**src/rtl/pgrd_pkg.sv**
```systemverilog
package pgrd_pkg;
    typedef enum logic [1:0] {
        ST_IDLE   = 2'd0,
        ST_STROBE = 2'd1,
        ST_HOLD   = 2'd2
    } pgrd_state_t;

    // Offset mask of a page: 4 << sel bytes
    function automatic logic [5:0] page_offset_mask(input logic [1:0] sel);
        page_offset_mask = (6'd4 << sel) - 6'd1;
    endfunction
endpackage

```
**src/rtl/pgrd_page_track.sv**
```systemverilog
module pgrd_page_track #(
    parameter int ADDR_W = 24,
    parameter int TIM_W  = 4
) (
    input  logic              clk,
    input  logic              rst_n,
    input  logic              cfg_pg_en,
    input  logic [1:0]        cfg_pg_sel,
    input  logic [TIM_W-1:0]  cfg_t_first,
    input  logic [TIM_W-1:0]  cfg_t_page,
    input  logic [ADDR_W-1:0] look_addr,
    input  logic              in_hold,
    input  logic              capture,
    input  logic              drop,
    output logic              hit
);
    import pgrd_pkg::*;

    localparam int SNAP_W = 2 + 2 * TIM_W;

    logic [ADDR_W-1:0] page_q;
    logic [SNAP_W-1:0] snap_q;
    logic              vld_q;
    logic [SNAP_W-1:0] snap_now;
    logic [ADDR_W-1:0] keep_mask;

    assign snap_now  = {cfg_pg_sel, cfg_t_first, cfg_t_page};
    assign keep_mask = ~{{(ADDR_W-6){1'b0}}, page_offset_mask(cfg_pg_sel)};

    always_comb begin
        hit = vld_q && in_hold && cfg_pg_en && !drop
              && (snap_q == snap_now)
              && (((look_addr ^ page_q) & keep_mask) == '0);
    end

    always_ff @(posedge clk or negedge rst_n) begin
        if (!rst_n) begin
            vld_q  <= 1'b0;
            page_q <= '0;
            snap_q <= '0;
        end else begin
            if (capture) begin
                page_q <= look_addr;
                snap_q <= snap_now;
            end
            if (drop || !cfg_pg_en)
                vld_q <= 1'b0;
            else if (capture)
                vld_q <= 1'b1;
        end
    end

    AST_HIT_NEEDS_EN: assert property (@(posedge clk) disable iff (!rst_n)
        hit |-> cfg_pg_en);
    AST_DROP_CLEARS: assert property (@(posedge clk) disable iff (!rst_n)
        drop |=> !hit);
endmodule

```
**src/rtl/pgrd_strobe_cnt.sv**
```systemverilog
module pgrd_strobe_cnt #(
    parameter int TIM_W = 4
) (
    input  logic             clk,
    input  logic             rst_n,
    input  logic             load,
    input  logic [TIM_W-1:0] load_val,
    output logic             done
);
    logic [TIM_W-1:0] cnt_q;

    assign done = (cnt_q == '0);

    always_ff @(posedge clk or negedge rst_n) begin
        if (!rst_n)
            cnt_q <= '0;
        else if (load)
            cnt_q <= load_val;
        else if (cnt_q != '0)
            cnt_q <= cnt_q - 1'b1;
    end

    AST_CNT_NO_WRAP: assert property (@(posedge clk) disable iff (!rst_n)
        (done && !load) |=> done);
endmodule

```
**src/rtl/pgrd_ctrl.sv**
```systemverilog
module pgrd_ctrl #(
    parameter int ADDR_W = 24,
    parameter int DATA_W = 16,
    parameter int TIM_W  = 4
) (
    input  logic              clk,
    input  logic              rst_n,
    input  logic              cfg_pg_en,
    input  logic [1:0]        cfg_pg_sel,
    input  logic [TIM_W-1:0]  cfg_t_first,
    input  logic [TIM_W-1:0]  cfg_t_page,
    input  logic              cfg_wide,
    input  logic              wr_notify,
    input  logic              req_valid,
    input  logic [ADDR_W-1:0] req_addr,
    output logic              req_ready,
    output logic [ADDR_W-1:0] mem_addr,
    output logic              mem_cs_n,
    output logic              mem_rd_n,
    input  logic [DATA_W-1:0] mem_din,
    output logic              rsp_valid,
    output logic [DATA_W-1:0] rsp_data
);
    import pgrd_pkg::*;

    pgrd_state_t state_q, state_d;
    logic        accept;
    logic        hit;
    logic        done;
    logic        drop;
    logic        finish;

    assign req_ready = (state_q != ST_STROBE);
    assign accept    = req_valid && req_ready;
    assign finish    = (state_q == ST_STROBE) && done;
    assign drop      = wr_notify || ((state_q == ST_HOLD) && !req_valid);

    pgrd_page_track #(.ADDR_W(ADDR_W), .TIM_W(TIM_W)) u_track (
        .clk        (clk),
        .rst_n      (rst_n),
        .cfg_pg_en  (cfg_pg_en),
        .cfg_pg_sel (cfg_pg_sel),
        .cfg_t_first(cfg_t_first),
        .cfg_t_page (cfg_t_page),
        .look_addr  (req_addr),
        .in_hold    (state_q == ST_HOLD),
        .capture    (accept),
        .drop       (drop),
        .hit        (hit)
    );

    pgrd_strobe_cnt #(.TIM_W(TIM_W)) u_cnt (
        .clk     (clk),
        .rst_n   (rst_n),
        .load    (accept),
        .load_val(hit ? cfg_t_page : cfg_t_first),
        .done    (done)
    );

    always_comb begin
        state_d = state_q;
        unique case (state_q)
            ST_IDLE:   if (accept) state_d = ST_STROBE;
            ST_STROBE: if (done)   state_d = ST_HOLD;
            ST_HOLD:   state_d = accept ? ST_STROBE : ST_IDLE;
            default:   state_d = ST_IDLE;
        endcase
    end

    always_ff @(posedge clk or negedge rst_n) begin
        if (!rst_n) state_q <= ST_IDLE;
        else        state_q <= state_d;
    end

    always_ff @(posedge clk or negedge rst_n) begin
        if (!rst_n) begin
            mem_cs_n  <= 1'b1;
            mem_rd_n  <= 1'b1;
            mem_addr  <= '0;
            rsp_valid <= 1'b0;
            rsp_data  <= '0;
        end else begin
            rsp_valid <= finish;
            if (finish) begin
                rsp_data <= mem_din;
                mem_rd_n <= 1'b1;
            end
            if (accept) begin
                mem_cs_n <= 1'b0;
                mem_rd_n <= 1'b0;
                mem_addr <= {req_addr[ADDR_W-1:1], req_addr[0] & ~cfg_wide};
            end else if (state_q == ST_HOLD) begin
                mem_cs_n <= 1'b1;
            end
        end
    end

    AST_RD_UNDER_CS: assert property (@(posedge clk) disable iff (!rst_n)
        !mem_rd_n |-> !mem_cs_n);
    AST_ADDR_STABLE: assert property (@(posedge clk) disable iff (!rst_n)
        (!mem_rd_n && !finish) |=> $stable(mem_addr));
    AST_RSP_PULSE: assert property (@(posedge clk) disable iff (!rst_n)
        rsp_valid |=> !rsp_valid);
    AST_WIDE_A0: assert property (@(posedge clk) disable iff (!rst_n)
        (accept && cfg_wide) |=> !mem_addr[0]);
    AST_NO_READY_IN_STROBE: assert property (@(posedge clk) disable iff (!rst_n)
        (!mem_rd_n && !rsp_valid) |-> (state_q == ST_STROBE));
endmodule

```
**config.mk**
```make
export PLATFORM = sky130hd
export DESIGN_NAME = pgrd_ctrl
export DESIGN_NICKNAME = d
export VERILOG_FILES = /design/src/rtl/pgrd_pkg.sv /design/src/rtl/pgrd_page_track.sv /design/src/rtl/pgrd_strobe_cnt.sv /design/src/rtl/pgrd_ctrl.sv
export SDC_FILE = /design/constraint.sdc
export NUM_CORES = 1
export LEC_CHECK = 0
export ABC_AREA = 1
export CAP_MARGIN = 10
export CORE_AREA = 2 2 91 93
export CTS_CLUSTER_SIZE = 16
export DETAILED_ROUTE_END_ITERATION = 10
export DIE_AREA = 0 0 93 95
export GPL_TIMING_DRIVEN = 1
export PLACE_DENSITY = 0.74
export SETUP_SLACK_MARGIN = 0.1
export SLEW_MARGIN = 20
export SYNTH_ARGS = -nofsm -noshare
export SYNTH_HDL_FRONTEND = slang
export SYNTH_SLANG_ARGS = --single-unit
```
**constraint.sdc**
```tcl
create_clock -name clk -period 1.9 [get_ports clk]
set_input_delay 0.38 -clock clk [delete_from_list [all_inputs] [get_ports clk]]
set_output_delay 0.38 -clock clk [all_outputs]
set_load 0.03 [all_outputs]
```
==> results.py <==
metrics = {
    "clock_network": {
        "clock_latency_ps": 340,
        "numCtsBuffers": 9,
        "cts_root_buf": "clkbuf_8",
        "cts_sinks": 60,
        "ctsHtreeMaxLevel": 3,
        "cts-hold-fix-buffers": 0,
        "cts_max_path_buffers": 2,
        "cts_tree": "done",
        "cts.reportedPaths.clkPinSlew_ps": 70,
    },
    "global_route": {
        "grt_overflow": 0,
        "grt_pass1_wl_mm": 14.9,
        "grt.met1_usage": 0.253,
        "grt_max_degree": 61,
        "antenna_found_initial": 0,
        "busiest_layer": "met2",
        "grt_usage": 0.216,
        "grt_pass1_vias": 3217,
        "grt.met2_usage": 0.357,
        "use_met3": 0.0686,
    },
    "sta": {
        "period_minus_slack_ps": 1760,
        "fmax_mhz": 567,
        "relSlewSlack": 0.769,
        "finClkSkew_ps": 9.76,
        "layout_worst_path_cycle_share": 0.928,
        "slew_viol_final": 0,
        "worstMarginPinSlew_ps": 346,
        "hold_ws_ps": 35.3,
        "hold_viol": 0,
        "rsz0062_at_grt": "yes",
        "setup_viol_count_final": 0,
    },
    "finish": {
        "nets": 650,
        "final_area_sq_mm": 0.00474,
        "final_common_cell": "nand2_1",
        "nFillCells": 760,
        "drive_above_1_share": 0.0970,
        "area_delta_synth_final_pct": 46.4,
        "utilization": 0.598,
        "antenna_cells": 0,
        "final_cell_mix": "nand2_1, inv_1, clkdlybuf4s50_1",
    },
    "route": {
        "wire_per_inst_um": 12.6,
        "drc": 0,
        "drt_iter0_markers": 199,
        "via_per_inst": 4.67,
        "ant_nets": 0,
        "drt_pass1_iterations": 4,
        "totalWireLength_mm": 8.84,
        "vias": 3284,
    },
    "die": {
        "die_w_um": 93,
        "start_util": 0.408,
        "core_sq_mm": 0.00793,
        "rows": 33,
        "io_pins": 100,
        "dieHeight_um": 95,
        "dieArea_sq_mm": 0.00884,
    },
    "critical_path": {
        "arrival_ps": 1380,
        "cp_cell_sequence": "clkdlybuf4s50_1",
        "startpoint_type": "flip-flop",
        "crit_type": "flip-flop to output pin",
        "worstPathMaxFanout": 3,
        "required_ps": 1520,
        "slowest_stage": "clkdlybuf4s50_1",
        "critPathMaxStageDelay_ps": 680,
        "critPathBufInv": 1,
        "end_kind": "output pin",
        "critical-path-top-delay-family": "buffers and inverters",
    },
    "synthesis": {
        "synth_top_area_share": 0.448,
        "yosysTopAreaCell": "dfrtp_1",
        "ys_seq_area_frac": 0.464,
        "post_synth.cell_area_avg_sq_um": 6.83,
        "synthesis.nets": 531,
        "syn_inst": 474,
        "syn_area_sq_mm": 0.00324,
        "ys_warn_count": 0,
        "synthTopCellsByArea": "dfrtp_1, nand2_1, inv_1",
        "synth.ff_latch_count": 60,
        "ys_types": 24,
    },
    "job": {
        "cap_viol_max_count": 0,
    },
    "placed_design": {
        "hpwl_mm": 6.85,
        "portBuffers": 99,
        "gp_congestion": 0.902,
        "placed_area_sq_mm": 0.00447,
    },
    "power": {
        "p_leak_nw": 2.69,
        "peakVddDrop_mv": 0.805,
        "powerDensity_mw_per_mm2": 1550,
        "total_power_mw": 7.35,
    },
    "hold_path": {
        "hp-class": "primary input to async pin",
    },
    "outcome": {
        "status": "complete, no violations",
    },
}
report_power, final:
| group | leakage, nW | switching, mW | internal [mW] |
|---|---|---|---|
| logic | 1.86 | 2.43 | 1.45 |
| registers | 0.735 | 0.398 | 1.90 |
| clock network | 0.101 | 0.496 | 0.677 |
| total | 2.69 | 3.32 | 4.03 |
logic make-up (layout without fill, tap and decap cells):
group,after synthesis,in the layout,synth area share
buf+inv,85,209,0.101
xor+xnor,5,5,0.0135
fa+ha+maj,1,1,0.00386
compound gates,39,39,0.0638
flops,60,60,0.464
simple gates,284,284,0.353
per-layer routing:
layer / up-vias / part of all wire
li1: 1665 / -
met4: 0 / 0.030
met2: 111 / 0.47
met1: 1486 / 0.42
met5: - / 0
met3: 22 / 0.086
synthesized netlist by cell type (all sizes together):
| library cell | count |
|---|---|
| nand3 | 9 |
| nor2 | 57 |
| nand4 | 11 |
| a21oi | 4 |
| o22ai | 1 |
| dfrtp | 58 |
| o21ai | 30 |
| xnor2 | 4 |
| buf | 7 |
| ha | 1 |
| xor2 | 1 |
| and2 | 1 |
| nand3b | 1 |
| dfstp | 2 |
| inv | 76 |
| clkbuf | 2 |
| o21bai | 4 |
| nand2 | 205 |
cell type report:
class,instances,area [sq um],share of cell area
repair buffers,117,1190,0.251
clock buffers,14,163,0.0343
flip-flops and latches,60,1500,0.317
clock inverters,2,35.0,0.00739
well taps,105,131,0.0277
inverters,76,285,0.0602
multi-input cells,329,1430,0.302
path summary, 6_finish.rpt:
kind | startpoint | to | slack (ps) | cells after the start
setup / recovery | mem_addr[18] | mem_addr[18] | 140 | 1
hold / removal | rst_n | mem_addr[19] | 40 | 2
setup reg to reg | mem_addr[11] | u_cnt.cnt_q[0] | 330 | 13
hold reg to reg | mem_addr[1] | mem_addr[1] | 460 | 2
max in group asynchronous | rst_n | mem_rd_n | 1540 | 2
min in group clk | req_addr[13] | mem_addr[13] | 320 | 3
registers in the layout (all words and copies together) (netlist names):
register        cells
mem_addr           24
mem_cs_n            1
mem_rd_n            1
rsp_data           16
rsp_valid           1
state_q             2
u_cnt.cnt_q         4
u_track.snap_q     10
u_track.vld_q       1
timing repair:
item                       4_1_cts  5_1_grt
setup endpoints to repair       13       21
pin swaps                        0        2
resized for setup               13       34
setup buffers                    0        1
per-stage QoR:
step           TNS (ps)  setup WS (ps)  cells
2_1_floorplan         0            378    474
3_3_place_gp       -325          -90.0    686
3_5_place_dp       -447           -122    686
4_1_cts               0            105    702
5_1_grt               0           78.1    703
6_report              0            136    703
(Power assumes the default switching activity.)
